`config.mk`:
```
export PLATFORM = sky130hd
export DESIGN_NAME = exc_entry_seq
export DESIGN_NICKNAME = d
export VERILOG_FILES = /design/src/rtl/exc_seq_pkg.sv /design/src/rtl/exc_frame_gen.sv /design/src/rtl/exc_nest_track.sv /design/src/rtl/exc_entry_seq.sv
export SDC_FILE = /design/constraint.sdc
export NUM_CORES = 1
export LEC_CHECK = 0
export BUFFER_PORTS_ARGS = -buffer_cell sky130_fd_sc_hd__buf_2
export CAP_MARGIN = 30
export CORE_UTILIZATION = 55
export DETAILED_ROUTE_END_ITERATION = 10
export GPL_ROUTABILITY_DRIVEN = 0
export GPL_TIMING_DRIVEN = 0
export MAX_ROUTING_LAYER = met4
export PLACE_DENSITY = 0.84
export SETUP_SLACK_MARGIN = 0.3
export SLEW_MARGIN = 20
export SYNTH_ARGS = -nofsm -noshare
export SYNTH_HDL_FRONTEND = slang
export SYNTH_SLANG_ARGS = --single-unit
export TNS_END_PERCENT = 100
```
`constraint.sdc`:
```
create_clock -name clk -period 5.2 [get_ports clk]
set_clock_uncertainty 0.2 [all_clocks]
set_input_delay 0.52 -clock clk [delete_from_list [all_inputs] [get_ports clk]]
set_output_delay 0.52 -clock clk [all_outputs]
set_load 0.01 [all_outputs]
```
`src/rtl/exc_seq_pkg.sv`:
```
package exc_seq_pkg;
  typedef enum logic [1:0] {
    ST_IDLE = 2'd0,
    ST_WORD = 2'd1,
    ST_HALF = 2'd2,
    ST_FIN  = 2'd3
  } seq_state_t;

  localparam logic [1:0] SZ_HALF = 2'd1;
  localparam logic [1:0] SZ_WORD = 2'd2;

  localparam int PC_SLOT_OFS = 4;
  localparam int FRAME_BYTES = 8;

  function automatic logic [2:0] src_to_cause(input logic [1:0] src);
    return {1'b0, src} + 3'd1;
  endfunction
endpackage

```
`src/rtl/exc_frame_gen.sv`:
```
module exc_frame_gen #(
  parameter int ADDR_W = 32,
  parameter int PSW_W  = 16
) (
  input  logic              half_sel,
  input  logic [ADDR_W-1:0] pc,
  input  logic [ADDR_W-1:0] sp,
  input  logic [PSW_W-1:0]  psw,
  output logic [ADDR_W-1:0] addr,
  output logic [ADDR_W-1:0] data,
  output logic [1:0]        size
);
  import exc_seq_pkg::*;

  localparam logic [ADDR_W-1:0] OFS_PC  = ADDR_W'(PC_SLOT_OFS);
  localparam logic [ADDR_W-1:0] OFS_PSW = ADDR_W'(FRAME_BYTES);
  localparam int PAD_W = ADDR_W - PSW_W;

  always_comb begin
    if (half_sel) begin
      addr = sp - OFS_PSW;
      data = {{PAD_W{1'b0}}, psw};
      size = SZ_HALF;
    end else begin
      addr = sp - OFS_PC;
      data = pc;
      size = SZ_WORD;
    end
  end
endmodule

```
`src/rtl/exc_nest_track.sv`:
```
module exc_nest_track (
  input  logic clk,
  input  logic rst,
  input  logic req_valid,
  input  logic busy,
  input  logic complete,
  input  logic resume,
  output logic nested
);
  logic pending;

  always_ff @(posedge clk) begin
    if (rst) begin
      pending <= 1'b0;
      nested  <= 1'b0;
    end else begin
      if (complete)
        pending <= 1'b1;
      else if (resume)
        pending <= 1'b0;

      if (req_valid && (pending || busy))
        nested <= 1'b1;
      else if (resume)
        nested <= 1'b0;
    end
  end
endmodule

```
`src/rtl/exc_entry_seq.sv`:
```
module exc_entry_seq #(
  parameter int                ADDR_W = 32,
  parameter int                PSW_W  = 16,
  parameter int                IE_BIT = 11,
  parameter logic [ADDR_W-1:0] VECTOR = 32'h4000_0008
) (
  input  logic              clk,
  input  logic              rst,
  input  logic              req_valid,
  input  logic [1:0]        req_src,
  input  logic [ADDR_W-1:0] cur_pc,
  input  logic [ADDR_W-1:0] cur_sp,
  input  logic [PSW_W-1:0]  cur_psw,
  input  logic              resume,
  input  logic              mem_wready,
  output logic [ADDR_W-1:0] mem_addr,
  output logic [ADDR_W-1:0] mem_wdata,
  output logic [1:0]        mem_size,
  output logic              mem_wstrobe,
  output logic [ADDR_W-1:0] new_sp,
  output logic [PSW_W-1:0]  new_psw,
  output logic [ADDR_W-1:0] new_pc,
  output logic [2:0]        cause,
  output logic              done,
  output logic              nested
);
  import exc_seq_pkg::*;

  localparam logic [PSW_W-1:0]  IE_MASK  = PSW_W'(1) << IE_BIT;
  localparam logic [ADDR_W-1:0] SP_DEC   = ADDR_W'(FRAME_BYTES);

  seq_state_t        state;
  logic [ADDR_W-1:0] snap_pc, snap_sp;
  logic [PSW_W-1:0]  snap_psw;
  logic [2:0]        snap_cause;

  logic              idle;
  logic [ADDR_W-1:0] g_pc, g_sp, f_addr, f_data;
  logic [PSW_W-1:0]  g_psw;
  logic [1:0]        f_size;
  logic              finish;

  assign idle   = (state == ST_IDLE);
  assign g_pc   = idle ? cur_pc  : snap_pc;
  assign g_sp   = idle ? cur_sp  : snap_sp;
  assign g_psw  = idle ? cur_psw : snap_psw;
  assign finish = (state == ST_HALF) && mem_wready;

  exc_frame_gen #(.ADDR_W(ADDR_W), .PSW_W(PSW_W)) u_frame (
    .half_sel (!idle),
    .pc       (g_pc),
    .sp       (g_sp),
    .psw      (g_psw),
    .addr     (f_addr),
    .data     (f_data),
    .size     (f_size)
  );

  exc_nest_track u_nest (
    .clk       (clk),
    .rst       (rst),
    .req_valid (req_valid),
    .busy      (!idle),
    .complete  (finish),
    .resume    (resume),
    .nested    (nested)
  );

  always_ff @(posedge clk) begin
    if (rst) begin
      state       <= ST_IDLE;
      snap_pc     <= '0;
      snap_sp     <= '0;
      snap_psw    <= '0;
      snap_cause  <= '0;
      mem_addr    <= '0;
      mem_wdata   <= '0;
      mem_size    <= '0;
      mem_wstrobe <= 1'b0;
      new_sp      <= '0;
      new_psw     <= '0;
      new_pc      <= '0;
      cause       <= '0;
      done        <= 1'b0;
    end else begin
      done <= 1'b0;
      case (state)
        ST_IDLE: begin
          if (req_valid) begin
            snap_pc     <= cur_pc;
            snap_sp     <= cur_sp;
            snap_psw    <= cur_psw;
            snap_cause  <= src_to_cause(req_src);
            mem_addr    <= f_addr;
            mem_wdata   <= f_data;
            mem_size    <= f_size;
            mem_wstrobe <= 1'b1;
            state       <= ST_WORD;
          end
        end
        ST_WORD: begin
          if (mem_wready) begin
            mem_addr  <= f_addr;
            mem_wdata <= f_data;
            mem_size  <= f_size;
            state     <= ST_HALF;
          end
        end
        ST_HALF: begin
          if (mem_wready) begin
            mem_wstrobe <= 1'b0;
            new_sp      <= snap_sp - SP_DEC;
            new_psw     <= snap_psw & ~IE_MASK;
            new_pc      <= VECTOR;
            cause       <= snap_cause;
            state       <= ST_FIN;
          end
        end
        default: begin
          done  <= 1'b1;
          state <= ST_IDLE;
        end
      endcase
    end
  end
endmodule

```
# --- Word level (Yosys, flattened, before mapping) ---
# Cells that the tools add are included.
totals:
  reg_bits: 174
  latch_bits: 0
  ram_bits: 0
  rom_bits: 0
  input_bits: 87
  word_cells: 63
  mem_count: 0
op_classes:
  addsub: 4
  mul: 0
  div: 0
  n_lt_le_gt_ge: 0
  n_eq_ne: 5
  shifts: 0
  muxes: 24
  bitwise: 0
  reduce_logical: 15
ops:
  columns: ["operator", "count"]
  rows:
  - ["32-bit two-way mux", 7]
  - ["32-bit case mux with 2 select lines", 2]
  - ["32-bit by 4-bit subtractor with 32-bit output, second input constant", 2]
  - ["32-bit by 3-bit subtractor with 32-bit output, second input constant", 1]
  - ["2-bit two-way mux", 6]
  - ["3-bit AND reduction", 3]
  - ["2-bit nonzero test", 4]
  - ["1-bit two-way mux", 6]
  - ["2-bit != test, second input constant", 3]
  - ["2-bit case mux with 3 select lines", 1]
  - ["2-bit case mux with 2 select lines", 1]
  - ["2-bit AND reduction", 2]
  - ["2-bit by 1-bit adder with 3-bit output, second input constant", 1]
  - ["3-bit OR reduction", 1]
  - ["2-bit by 1-bit equality test with 1-bit output, second input constant", 1]
  - ["2-bit equality test, second input constant", 1]
  - ["1-bit logical AND", 2]
  - ["2-bit logical NOT", 1]
  - ["1-bit case mux with 2 select lines", 1]
  - ["1-bit logical NOT", 1]
  - ["1-bit logical OR", 1]

# --- Logic depth before layout (Yosys ltp) ---
depth:
  depth_word: 6
  depth_mapped: 14
  ltp_nobuf: 9

# --- Modules after synthesis ---
# A second synthesis with hierarchy kept.
unflattened:
  hier_cells: 1230
  hier_area_um2: 9910.8
by_module_without_submodules:
  columns: ["mod", "n_inst", "cells_per_inst", "area_per_inst_um2", "seq_area_each_um2"]
  rows:
  - ["exc_entry_seq", 1, 1082, 8812.2, 4083.9]
  - ["exc_frame_gen", 1, 140, 1023.5, 0.0]
  - ["exc_nest_track", 1, 8, 75.1, 40.0]

# --- Worst setup path after synthesis ---
# Ideal clock, no wire load.
synth_path:
  path_kind: "flip-flop to flip-flop"
  start: "reg state[0]"
  end: "reg mem_addr[31]"
  setup_ns: 0.095
  arrival_time_ns: 3.198
  required_time_ns: 4.905
  slack_ns: 1.707
  stages_incl_launch_ff: 15
  n_path_buf: 5
  period_less_slack_ns: 3.493
  path_cell_list: "dfxtp_1 > inv_1 > ha_1 > buf_4 > buf_4 > buf_2 > buf_2 > mux2i_1 > ha_1 > nor4b_2 > o22ai_1 > nor4_4 > buf_4 > nand4_1 > o311ai_1"
synth_via:
  elab_chain_len: 6
synth_rtl:
  columns: ["item", "line", "rtl"]
  rows:
  - ["start: declaration", "exc_entry_seq.sv:32", "seq_state_t state;"]
  - ["start signal: assignment", "exc_entry_seq.sv:71", "state <= ST_IDLE;"]
  - ["start signal: assignment", "exc_entry_seq.sv:98", "state <= ST_WORD;"]
  - ["start signal: assignment", "exc_entry_seq.sv:106", "state <= ST_HALF;"]
  - ["2-bit logical NOT", "exc_entry_seq.sv:43, exc_entry_seq.sv:87", null]
  - ["32-bit two-way mux", "exc_entry_seq.sv:45", "assign g_sp = idle ? cur_sp : snap_sp;"]
  - ["32-bit by 4-bit subtractor with 32-bit output / 32-bit by 3-bit subtractor with 32-bit output (equally long branches)", "exc_frame_gen.sv:21, exc_frame_gen.sv:25", null]
  - ["32-bit two-way mux", "exc_frame_gen.sv:20", "if (half_sel) begin"]
  - ["32-bit two-way mux (on tied branches)", "exc_entry_seq.sv:102, exc_entry_seq.sv:89", null]
  - ["32-bit case mux with 2 select lines", "exc_entry_seq.sv:87", "case (state)"]
  - ["end signal: assignment", "exc_entry_seq.sv:94", "mem_addr <= f_addr;"]
  - ["end signal: assignment", "exc_entry_seq.sv:103", "mem_addr <= f_addr;"]
  - ["end: declaration", "exc_entry_seq.sv:16", "output logic [ADDR_W-1:0] mem_addr,"]
# Parallel ways exist; a longest one is shown, timed or not. The select of a mux whose other input is x is not followed.
# A chain may end at the register's enable or synchronous reset.

# --- Final worst setup path ---
# Same ends and word-level chain as after synthesis.

==> results.cfg <==
[power]
cellPowerDensity_nw_per_um2 = 628
internal-power_uw = 3560
leakage_uw = 0.00465
power_switching_uw = 3010
clockPowerShare_pct = 19.4
peakVddDrop_uv = 447
seq_power_share_pct = 29.4
sw_share_pct = 45.8
power.total_uw = 6580
p_comb_share_pct = 51.2

[logic_synthesis]
synth_cells = 1051
synthDistinctLibCells = 60
synth.ff_latch_count = 174
netlist.top_cell.by_area = sky130_fd_sc_hd__dfxtp_1
yosysWarningCount = 0
synth.yosys.seq_area_share_pct = 41.0
syn_area_um2 = 8500
netlist_top_cells_area = sky130_fd_sc_hd__dfxtp_1, sky130_fd_sc_hd__nand2_1, sky130_fd_sc_hd__a21oi_1
syn_area_per_cell_um2 = 8.09
synth_async_sr_flop_share_pct = 0
synth-main-ff-cell = sky130_fd_sc_hd__dfxtp_1
synthDominantCellAreaShare_pct = 41.0
number_of_enable_flip_flop_cells_after_synthesis = 0

[routing]
drt_first_pass_iters = 6
routed_wire_length_per_instance_um = 17.3
dr.first_iter.drc_count = 1190
vias = 8756
drtAntennaViolNets = 0
viasPerCell = 5.80
drc_errors = 0
wirelength_um = 26000

[die]
floorplan.core_area_um2 = 15100
io_pins = 239
full_die_area_um2 = 16000
chipHeight_um = 126
starting_utilization_of_the_core_area_pct = 56.1
num_rows = 45
die_x_um = 126

[critical_path]
setup.worst_path.end_class = flip-flop
criticalPathCategory = flip-flop to flip-flop
crit_path_cell_trace = inv_1 > ha_1 > buf_4 > buf_4 > buf_2 > buf_2 > mux2i_1 > ha_1 > nor4b_2 > o22ai_1 > nor4_4 > buf_4 > nand4_1 > o311ai_1
worst-endpoint-required_ps = 5350
path_common_cell = sky130_fd_sc_hd__buf_4
cp_top_family = buffers and inverters
critPathBufInv = 6
timing.critical_path.slowest_cell_delay_ps = 480
worst_ep_arrival_time_ps = 4580
slowest_stage = sky130_fd_sc_hd__nor4_4
worst_path_maximum_fanout = 10
timing.critical_path.from_type = flip-flop

[sta]
timing.slew.headroom_pct = 45.7
hold_violations = 0
maxClockFrequency_mhz = 226
setup_tns_ps = 0
setup_viol = 0
final_critical_delay_including_setup_and_external_delays_ps = 4430
worst_slew_pin_slew_ps = 792
finalCritPeriodShare_pct = 85.2
timing_max_transition_violations_final = 0
finalWorstSetupSlack_ps = 770
grt_setup_unrepaired = no

[finish]
final_cell_count_no_fill = 1509
area_growth_pct = 23.2
final_design_area_no_fill_um2 = 10500
fillerInstances = 1282
final_layout_size_suffix_gt1_share_pct = 23.6
num-nets-final = 1403
layout_common_cells = sky130_fd_sc_hd__buf_2, sky130_fd_sc_hd__nand2_1, sky130_fd_sc_hd__dfxtp_1
layout_commonest_cell = sky130_fd_sc_hd__buf_2

[clocking]
cts_tree = done
worst_skew_pair.late_latency_ps = 450
worst_setup_hold_path_clk_slew_ps = 80
numClockSinks = 174
postCtsSetupBuffers = 0
cts_made_buffers = 17
cts_resizes = 0
clock_path_buffers = 2
root_buffer = sky130_fd_sc_hd__clkbuf_16
clock_tree.htree_level_count = 4
cts_hold_buf = 0

[grt]
grt_overflow_total = 0
grt_pass1_wl_um = 41100
antenna_found_initial = 0
gr_usage_total_pct = 34.0
grt_start_max_net_pins = 20
vias_in_the_first_global_route = 8029

[place]
detailedPlace.worstSlack_ps = 931
dp_hpwl_um = 18900
numPortBuffers = 207
detailed_place.area_um2 = 9890
placed_cells = 1476

[worst_hold_path]
holdCritPathClass = primary input to flip-flop

[run_status]
run_status = completed

[flow_run]
max_cap_violations = 0
## metrics by stage
| step | util (%) | hold slack [ps] |
|---|---|---|
| floorplan | - | 232 |
| finish | 69.2 | 100 |
| global route | 69.2 | 88.6 |
| global placement | 65.3 | 237 |
| detailed placement | 65.3 | 240 |
| CTS | 69.2 | 99.9 |
## state kept, by name, summed over array words and instances, names as in the netlist, 3 cells and up
signal      flops
snap_cause      3
new_psw        15
cause           3
snap_sp        32
snap_psw       16
mem_addr       32
mem_wdata      32
new_sp         32
## final cells by class
cell class                 count  area (µm²)  share of cell area, %
buffer                       121         636                   6.06
timing repair buffer         207        1040                   9.89
clock inverter                15         165                   1.58
sequential                   174        3480                   33.2
antenna                        1        2.50                 0.0239
clock buffer                  17         425                   4.06
tap                          188         235                   2.24
multi-input combinational    780        4470                   42.7
inverter                       6        22.5                  0.215
## logic make-up (layout without fill, tap and decap cells)
kind of cell    count (synthesis)  count (layout)  synth area share (%)
compound gates                231             231                  16.9
simple gates                  428             428                  23.9
buf+inv                       127             366                  7.74
flops                         174             174                  41.0
other cells                     1              32                0.0441
mux                            50              50                  5.90
fa+ha+maj                       9               9                  1.32
xor+xnor                       31              31                  3.19
## power by group through the flow
stage,clock network [µW],registers (µW),logic [µW]
floorplan,0,2050,2150
global placement,0,1940,3210
global route,1340,1970,3640
detailed placement,0,1950,3280
finish,1280,1930,3370
CTS,1280,1920,3300
## cells in the mapped netlist (4+ instances only)
| cell type | number |
|---|---|
| sky130_fd_sc_hd__o21ai_0 | 25 |
| sky130_fd_sc_hd__nor3b_1 | 10 |
| sky130_fd_sc_hd__dfxtp_1 | 174 |
| sky130_fd_sc_hd__o211ai_1 | 7 |
| sky130_fd_sc_hd__buf_2 | 13 |
| sky130_fd_sc_hd__o311ai_1 | 6 |
| sky130_fd_sc_hd__a211oi_1 | 38 |
| sky130_fd_sc_hd__nand3_1 | 37 |
| sky130_fd_sc_hd__nor3_1 | 34 |
| sky130_fd_sc_hd__nand4_1 | 5 |
| sky130_fd_sc_hd__or3_1 | 13 |
| sky130_fd_sc_hd__buf_4 | 40 |
| sky130_fd_sc_hd__clkbuf_1 | 55 |
| sky130_fd_sc_hd__xnor2_1 | 15 |
| sky130_fd_sc_hd__ha_1 | 9 |
| sky130_fd_sc_hd__xor2_1 | 16 |
| sky130_fd_sc_hd__nand2b_1 | 5 |
| sky130_fd_sc_hd__a311o_1 | 5 |
| sky130_fd_sc_hd__mux2i_1 | 49 |
| sky130_fd_sc_hd__inv_1 | 6 |
| sky130_fd_sc_hd__a2111o_1 | 5 |
| sky130_fd_sc_hd__nor4_1 | 10 |
| sky130_fd_sc_hd__nor4b_1 | 4 |
| sky130_fd_sc_hd__a2111oi_0 | 5 |
| sky130_fd_sc_hd__a21oi_1 | 113 |
| sky130_fd_sc_hd__and3_1 | 12 |
| sky130_fd_sc_hd__o22ai_1 | 7 |
| sky130_fd_sc_hd__o31ai_1 | 5 |
| sky130_fd_sc_hd__nand2_1 | 199 |
| sky130_fd_sc_hd__buf_1 | 11 |
| sky130_fd_sc_hd__nor2_1 | 74 |
## path summary, 6_finish.rpt
kind,from,endpoint,slack [ps],cells past startpoint
worst max-delay path,state[0],mem_addr[31],770,14
worst max register to register,state[0],mem_addr[31],770,14
worst min register to register,mem_wdata[26],mem_wdata[26],250,2
worst min-delay path,cur_psw[10],snap_psw[10],100,3
## layer usage
metal	global-route usage, %	up-vias	part of all wire [%]
li1	-	4141	-
met1	44.4	3995	42
met2	49.4	534	44
met3	7.51	86	9.2
met4	17.2	0	3.9
met5	-	-	0
## worst min-delay path, cell delays in order
cell and delay [ps]:
sky130_fd_sc_hd__buf_2 90, sky130_fd_sc_hd__nand2_1 40, sky130_fd_sc_hd__a21oi_1 50
Note: power is estimated with default switching activity, not from simulation.
